File: config.mk
export PLATFORM = sky130hd
export DESIGN_NAME = popcnt16_csa
export DESIGN_NICKNAME = d
export VERILOG_FILES = /design/src/rtl/popcnt16_csa.sv
export SDC_FILE = /design/constraint.sdc
export NUM_CORES = 1
export LEC_CHECK = 0
export CORE_AREA = 2 2 39 41
export DETAILED_ROUTE_END_ITERATION = 16
export DIE_AREA = 0 0 41 43
export DONT_BUFFER_PORTS = 1
export SLEW_MARGIN = 20
export SYNTH_ARGS = -nofsm -noshare
export SYNTH_HDL_FRONTEND = slang
export SYNTH_SLANG_ARGS = --single-unit
File: constraint.sdc
create_clock -name vclk -period 7.1
set_input_delay 0.71 -clock vclk [all_inputs]
set_output_delay 0.71 -clock vclk [all_outputs]
set_load 0.02 [all_outputs]
File: src/rtl/popcnt16_csa.sv
module popcnt16_csa (
  input  logic [15:0] din,
  output logic [4:0]  count
);

  function automatic logic [1:0] fa(input logic a, input logic b, input logic c);
    logic s, k;
    s = a ^ b ^ c;
    k = (a & b) | (a & c) | (b & c);
    return {k, s};
  endfunction

  function automatic logic [1:0] ha(input logic a, input logic b);
    return {a & b, a ^ b};
  endfunction

  // Layer 1: five full adders on fifteen unit-weight bits, din[15] passes
  logic [1:0] l1 [5];
  for (genvar g = 0; g < 5; g++) begin : g_l1
    assign l1[g] = fa(din[3*g], din[3*g+1], din[3*g+2]);
  end
  // unit weight: l1[0..4][0], din[15]; weight two: l1[0..4][1]

  // Layer 2: two full adders on unit weight, one half adder on weight two
  logic [1:0] l2a, l2b, l2h;
  assign l2a = fa(l1[0][0], l1[1][0], l1[2][0]);
  assign l2b = fa(l1[3][0], l1[4][0], din[15]);
  assign l2h = ha(l1[3][1], l1[4][1]);
  // unit: l2a[0], l2b[0]
  // two : l2a[1], l2b[1], l1[0][1], l1[1][1], l1[2][1], l2h[0]
  // four: l2h[1]

  // Layer 3: half adder on unit weight, two full adders on weight two
  logic [1:0] l3h, l3a, l3b;
  assign l3h = ha(l2a[0], l2b[0]);
  assign l3a = fa(l2a[1], l2b[1], l1[0][1]);
  assign l3b = fa(l1[1][1], l1[2][1], l2h[0]);
  // unit: l3h[0]
  // two : l3h[1], l3a[0], l3b[0]
  // four: l2h[1], l3a[1], l3b[1]

  // Layer 4: full adder on weight two, full adder on weight four
  logic [1:0] l4a, l4b;
  assign l4a = fa(l3h[1], l3a[0], l3b[0]);
  assign l4b = fa(l2h[1], l3a[1], l3b[1]);
  // two  : l4a[0]
  // four : l4a[1], l4b[0]
  // eight: l4b[1]

  // Layer 5: half adder on weight four
  logic [1:0] l5;
  assign l5 = ha(l4a[1], l4b[0]);
  // four : l5[0]
  // eight: l5[1], l4b[1]

  // Layer 6: half adder resolves weight eight into bits 3 and 4
  logic [1:0] l6;
  assign l6 = ha(l5[1], l4b[1]);

  assign count = {l6[1], l6[0], l5[0], l4a[0], l3h[0]};

  always_comb begin
    AST_ZERO_IN: assert (din != 16'h0000 || count == 5'd0) else $error("zero input gave nonzero count");
    AST_FULL_IN: assert (din != 16'hFFFF || count == 5'b10000) else $error("full input miscounted");
    AST_TOP_BIT_CLEAN: assert (!count[4] || (count[3:0] == 4'd0 && din == 16'hFFFF)) else $error("bit 4 misuse");
    AST_NO_OVERFLOW: assert (count <= 5'd16) else $error("count above sixteen");
    AST_PARITY: assert (count[0] == ^din) else $error("bit 0 differs from parity");
  end

endmodule

# ---- Yosys cells after proc, flatten, opt, wreduce, memory -nomap -nowiden
# Index checks and enable logic that the tools add are counted.
dict set report classes {
  bitwise_logic 85
}
# operator count
set op_table {}
lappend op_table {{1-bit AND} 37}
lappend op_table {{1-bit XOR} 26}
lappend op_table {{1-bit bitwise OR} 22}
dict set report word_totals {
  out_inout_bits 5
  word_cells 85
  ff_bits 0
}

# ---- Logic depth before layout (Yosys ltp)
# Gate-level depths: netlist of run 1.
dict set report depth {
  word_depth 12
  ltp_mapped 10
  mapped_depth_nobuf 10
}

# ---- Least setup slack after synthesis of run 1
# No wires, ideal clock.
dict set report synth_timing {
  path_kind {input to output}
  from {input port din[0]}
  to {output port count[3]}
  path_slack_ns 3.378
  required_ns 6.390
  cell_stages 10
  t_arrival_ns 3.012
  path_cell_list {inv_1 -> fa_1 -> inv_1 -> fa_1 -> inv_1 -> fa_1 -> inv_1 -> fa_1 -> ha_1 -> ha_1}
}
dict set report synth_between {
  elab_chain_len 12
  word_cells_on_any_way 33
}
# item line
set synth_rtl {}
lappend synth_rtl {{start: declaration} 2} ;# input logic [15:0] din,
lappend synth_rtl {{1-bit XOR (2 in a row)} 8} ;# s = a ^ b ^ c;
lappend synth_rtl {{1-bit AND} 9} ;# k = (a & b) | (a & c) | (b & c);
lappend synth_rtl {{1-bit bitwise OR (2 in a row)} 9}
lappend synth_rtl {{1-bit XOR or 1-bit AND (tied branches)} {8, 9}}
lappend synth_rtl {{1-bit XOR or 1-bit bitwise OR (tied branches)} {8, 9}}
lappend synth_rtl {{1-bit AND or 1-bit bitwise OR (tied branches)} 9}
lappend synth_rtl {{1-bit bitwise OR, or another cell as far along} 9}
lappend synth_rtl {{1-bit bitwise OR or 1-bit XOR (tied branches)} {9, 8}}
lappend synth_rtl {{1-bit AND or 1-bit bitwise OR (tied branches)} {14, 9}}
lappend synth_rtl {{1-bit XOR *} 14} ;# return {a & b, a ^ b};
lappend synth_rtl {{end: declaration} 3} ;# output logic [4:0] count
# Every way passes the cells marked *; elsewhere a longest branch is shown, timed or not.

# ---- Worst setup path in the final report of run 1
# Ends and elaborated chain as after synthesis.

==> flow_metrics.tcl, run 1 <==
set metrics [dict create \
    synth.area.top_cells "fa_1 (62%), inv_1 (23%), ha_1 (14%)" \
    cp.arrival_ps 3080 \
    crit_path_max_incr_delay_ps 520 \
    drive_gt1_share_pct 0 \
    seqPwrFrac_pct 0 \
    synthDistinctLibCells 3 \
    dieHeight_um 43 \
    vias_per_cell 3.830 \
    overflow 0 \
    cp-start-kind "primary input" \
    grt_pass1_vias 225 \
    start_util_pct 25.50 \
    synth_top_area_share_pct 62.41 \
    port_buffers 0 \
    switchingPower_uw 58.18 \
    slew_viol_final 0 \
    dieArea_mm2 0.001763 \
    ys_warn_count 0 \
    swShare_pct 64.21 \
    rsz0062_at_grt "no" \
    crit_path_cell_trace "inv_1 > fa_1 > inv_1 > fa_1 > inv_1 > fa_1 > inv_1 > fa_1 > ha_1 > ha_1" \
    num_vias 203 \
    register_area_um2 0 \
    wl_per_cell_um 8.245 \
    syn2layout_area_growth_pct 5.674 \
    drt_iter0_drc 0 \
    end_kind "output port" \
    postSynthCellCount 37 \
    cp_data_required_time_ps 6390 \
    fin_ws_ps 3311 \
    netlist_area_um2 352.8 \
    grt_usage_pct 6.837 \
    p_total_uw 90.60 \
    setup-violations-final 0 \
    gp_congestion 0.6555 \
    max-vdd-ir-drop_uv 130.3 \
    place_ws_ps 3289 \
    drc 0 \
    relSlewSlack_pct 85.13 \
    critical_path.slowest_cell "fa_1" \
    worstMarginPinSlew_ps 222.8 \
    cts-resized-gates 0 \
    antenna_found_initial 0 \
    clock_buffers 0 \
    holdBufCountCts 0 \
    fmax_mhz 263.9 \
    hp-class "primary input to output port" \
    seq_cell_count 0 \
    syn_avg_cell_area_um2 9.536 \
    status "finished, final reports clean" \
    internal_power_uw 32.43 \
    min_period_ps 3789 \
    cts_setup_buffers 0 \
    rows 14 \
    drv_cap 0 \
    grt_max_degree 2 \
    hold_violations 0 \
    hpwl_um 458.9 \
    post-synth-top-count-cell "inv_1" \
    worstPathMaxFanout 1 \
    core_area_mm2 0.001384 \
    synth.largest_area_cell "fa_1" \
    first_pass_iters 1 \
    synth_common_cells "inv_1 (22), fa_1 (11), ha_1 (4)" \
    n_antenna_cell 0 \
    path_class "primary input to output port" \
    boundaryPins 21 \
    grt_pass1_wl_um 876 \
    ant_nets 0 \
    setup_tns_ps 0 \
    leakage_uw 0.0002291 \
    fin_crit_sh_pct 53.36 \
    num-nets-final 70 \
    clock_power_share_pct 0 \
    wl_um 437 \
    die_w_um 41 \
    p_per_area_mw_per_mm2 243.0 \
    ys_seq_area_share_pct 0 \
    syn_nets 68 \
    power_frac_comb_pct 100.0 \
]
-- power by group through the flow --
stage / clock network, µW / logic (µW) / registers (µW)
global placement: 0 / 92.9 / 0
global route: 0 / 105 / 0
detailed placement: 0 / 93.3 / 0
CTS: 0 / 93.9 / 0
floorplan: 0 / 82.1 / 0
finish: 0 / 90.6 / 0
-- stage by stage --
stage	std cells	utilization, %	hold slack [ps]	instance area [µm²]
2_1_floorplan	37	-	1781	352.8
3_3_place_gp	53	26.94	1812	372.9
3_5_place_dp	53	26.94	1808	372.9
4_1_cts	53	26.94	1812	372.9
5_1_grt	53	26.94	1848	372.9
6_report	53	26.94	1800	372.9
-- metal layers --
layer | track usage [%] | vias to the layer above | share of wire [%]
li1 | - | 93 | -
met1 | 8.475 | 105 | 27
met2 | 12.81 | 5 | 68
met3 | 0.5236 | 0 | 5.3
met4 | 0 | 0 | 0
met5 | 0 | - | 0
-- placed cells by master (no fill, tap or decap) --
cell type / count
fa_1: 11
ha_1: 4
inv_1: 22
-- worst max-delay path: cells and delay by family --
| kind | cells | cell delay (ps) |
|---|---|---|
| buffers and inverters | 4 | 220 |
| adders and majority gates | 6 | 2140 |
-- layout make-up --
cell class | count | area (µm²)
fill | 149 | 1011
inverter | 22 | 82.58
multi-input combinational | 15 | 270.3
tap | 16 | 20.02
-- cells by family (layout without fill, tap and decap cells) --
family,Yosys count,count (layout),share of synthesized area [%]
buffers and inverters,22,22,23.40
adder cells (fa/ha/maj),15,15,76.60
-- path summary, 6_finish.rpt --
| check | start | endpoint | slack, ps | cells past startpoint |
|---|---|---|---|---|
| max | din[0] | count[3] | 3310 | 10 |
| min | din[15] | count[0] | 1800 | 2 |
Power figures use the tool's default switching activity.
==> inputs of run 2 (changes only) <==
ABC_AREA = 1   (was unset)
clock period = 3.75 ns   (was 7.1 ns; I/O delays follow)
==> run 2 against run 1 <==
Wire length fell by 0.69%. Critical path depth did not move. Final area did not move. Largest cell class unchanged.
==> flow_metrics.tcl, run 2 (synthesized netlist as in run 1, its figures left out) <==
set metrics [dict create \
    placed_area_um2 372.9 \
    rows 14 \
    die_w_um 41 \
    end_kind "output port" \
    cp-startpoint "din[0]" \
    hp-start "din[15]" \
    ant_nets 0 \
    syn2layout_area_growth_pct 5.674 \
    drc 0 \
    num-nets-final 70 \
    worstMarginPinSlew_ps 225.5 \
    n_antenna_cell 0 \
    final_cell_mix "inv_1 (22), fa_1 (11), ha_1 (4)" \
    worstPathMaxFanout 1 \
    grt_pass1_wl_um 828 \
    port_buffers 0 \
    wl_um 434 \
    final_common_cell "inv_1" \
    drt_iter0_drc 0 \
    cp_data_required_time_ps 3380 \
    cts-resized-gates 0 \
    overflow 0 \
    slew_viol_final 0 \
    dieHeight_um 43 \
    gp_congestion 0.6428 \
    start_util_pct 25.50 \
    clock_buffers 0 \
    status "finished, final reports clean" \
    path_class "primary input to output port" \
    holdPathEnd "count[0]" \
    fin_crit_sh_pct 82.85 \
    core_area_mm2 0.001384 \
    grt_pass1_vias 224 \
    grt_max_degree 2 \
    register_area_um2 0 \
    final_util_pct 26.94 \
    setup_tns_ps 0 \
    drv_cap 0 \
    hpwl_um 453.6 \
    vias_per_cell 3.717 \
    seq_cell_count 0 \
    leakage_uw 0.0002291 \
    fmax_mhz 321.9 \
    rsz0062_at_grt "no" \
    max-vdd-ir-drop_uv 281.3 \
    p_per_area_mw_per_mm2 460.3 \
    first_pass_iters 1 \
    final.fill_count 152 \
    holdBufCountCts 0 \
    drive_gt1_share_pct 0 \
    relSlewSlack_pct 84.95 \
    dieArea_mm2 0.001763 \
    wl_per_cell_um 8.189 \
    cts_setup_buffers 0 \
    final_area_um2 372.9 \
    grt_usage_pct 6.415 \
    hp-class "primary input to output port" \
    cp.arrival_ps 2730 \
    antenna_found_initial 0 \
    min_period_ps 3107 \
    cp-start-kind "primary input" \
    hold_violations 0 \
    boundaryPins 21 \
    whs_path_depth 2 \
    setup-violations-final 0 \
    num_vias 197 \
]
## run 2: cell counts in the layout (fill, tap and decap cells not counted)
Identical to the previous run, type by type.
## run 2: how the worst max path moves through the flow
stage | end | slack (ps)
after global placement | count[3] | 630
after floorplan | count[3] | 700
after detailed placement | count[3] | 610
final | count[3] | 640
after global routing | count[3] | 490
after CTS | count[3] | 610
## run 2: layout make-up
cell class / count / area [µm²] / area share (%)
Tap cell: 16 / 20.02 / 5.369
Inverter: 22 / 82.58 / 22.15
Multi-Input combinational cell: 15 / 270.3 / 72.48
## run 2: metal layers
layer | part of all wire [%] | GRT usage, % | vias to the layer above
met4 | 0 | 0 | 0
met5 | 0 | 0 | -
met3 | 6.0 | 0.5236 | 0
met2 | 67 | 12.50 | 5
li1 | - | - | 93
met1 | 27 | 7.407 | 99
## run 2: worst max-delay path: stages
cell   delay [ps]
inv_1          40
fa_1          460
inv_1          90
fa_1          160
inv_1          50
fa_1          530
inv_1          50
fa_1          400
ha_1          210
ha_1          380
## run 2: through the flow
step	worst slack [ps]	hold WS [ps]	cells	total power, µW
2_1_floorplan	697.6	1111	37	155.4
3_3_place_gp	625.0	1141	53	174.0
3_5_place_dp	609.9	1138	53	176.7
4_1_cts	609.7	1142	53	178.0
5_1_grt	494.3	1178	53	198.9
6_report	643.0	1131	53	171.6
## run 2: report_power, final
| group | switching [µW] | internal (µW) |
|---|---|---|
| combinational | 110 | 61.3 |
| clock | 0 | 0 |
| sequential | 0 | 0 |
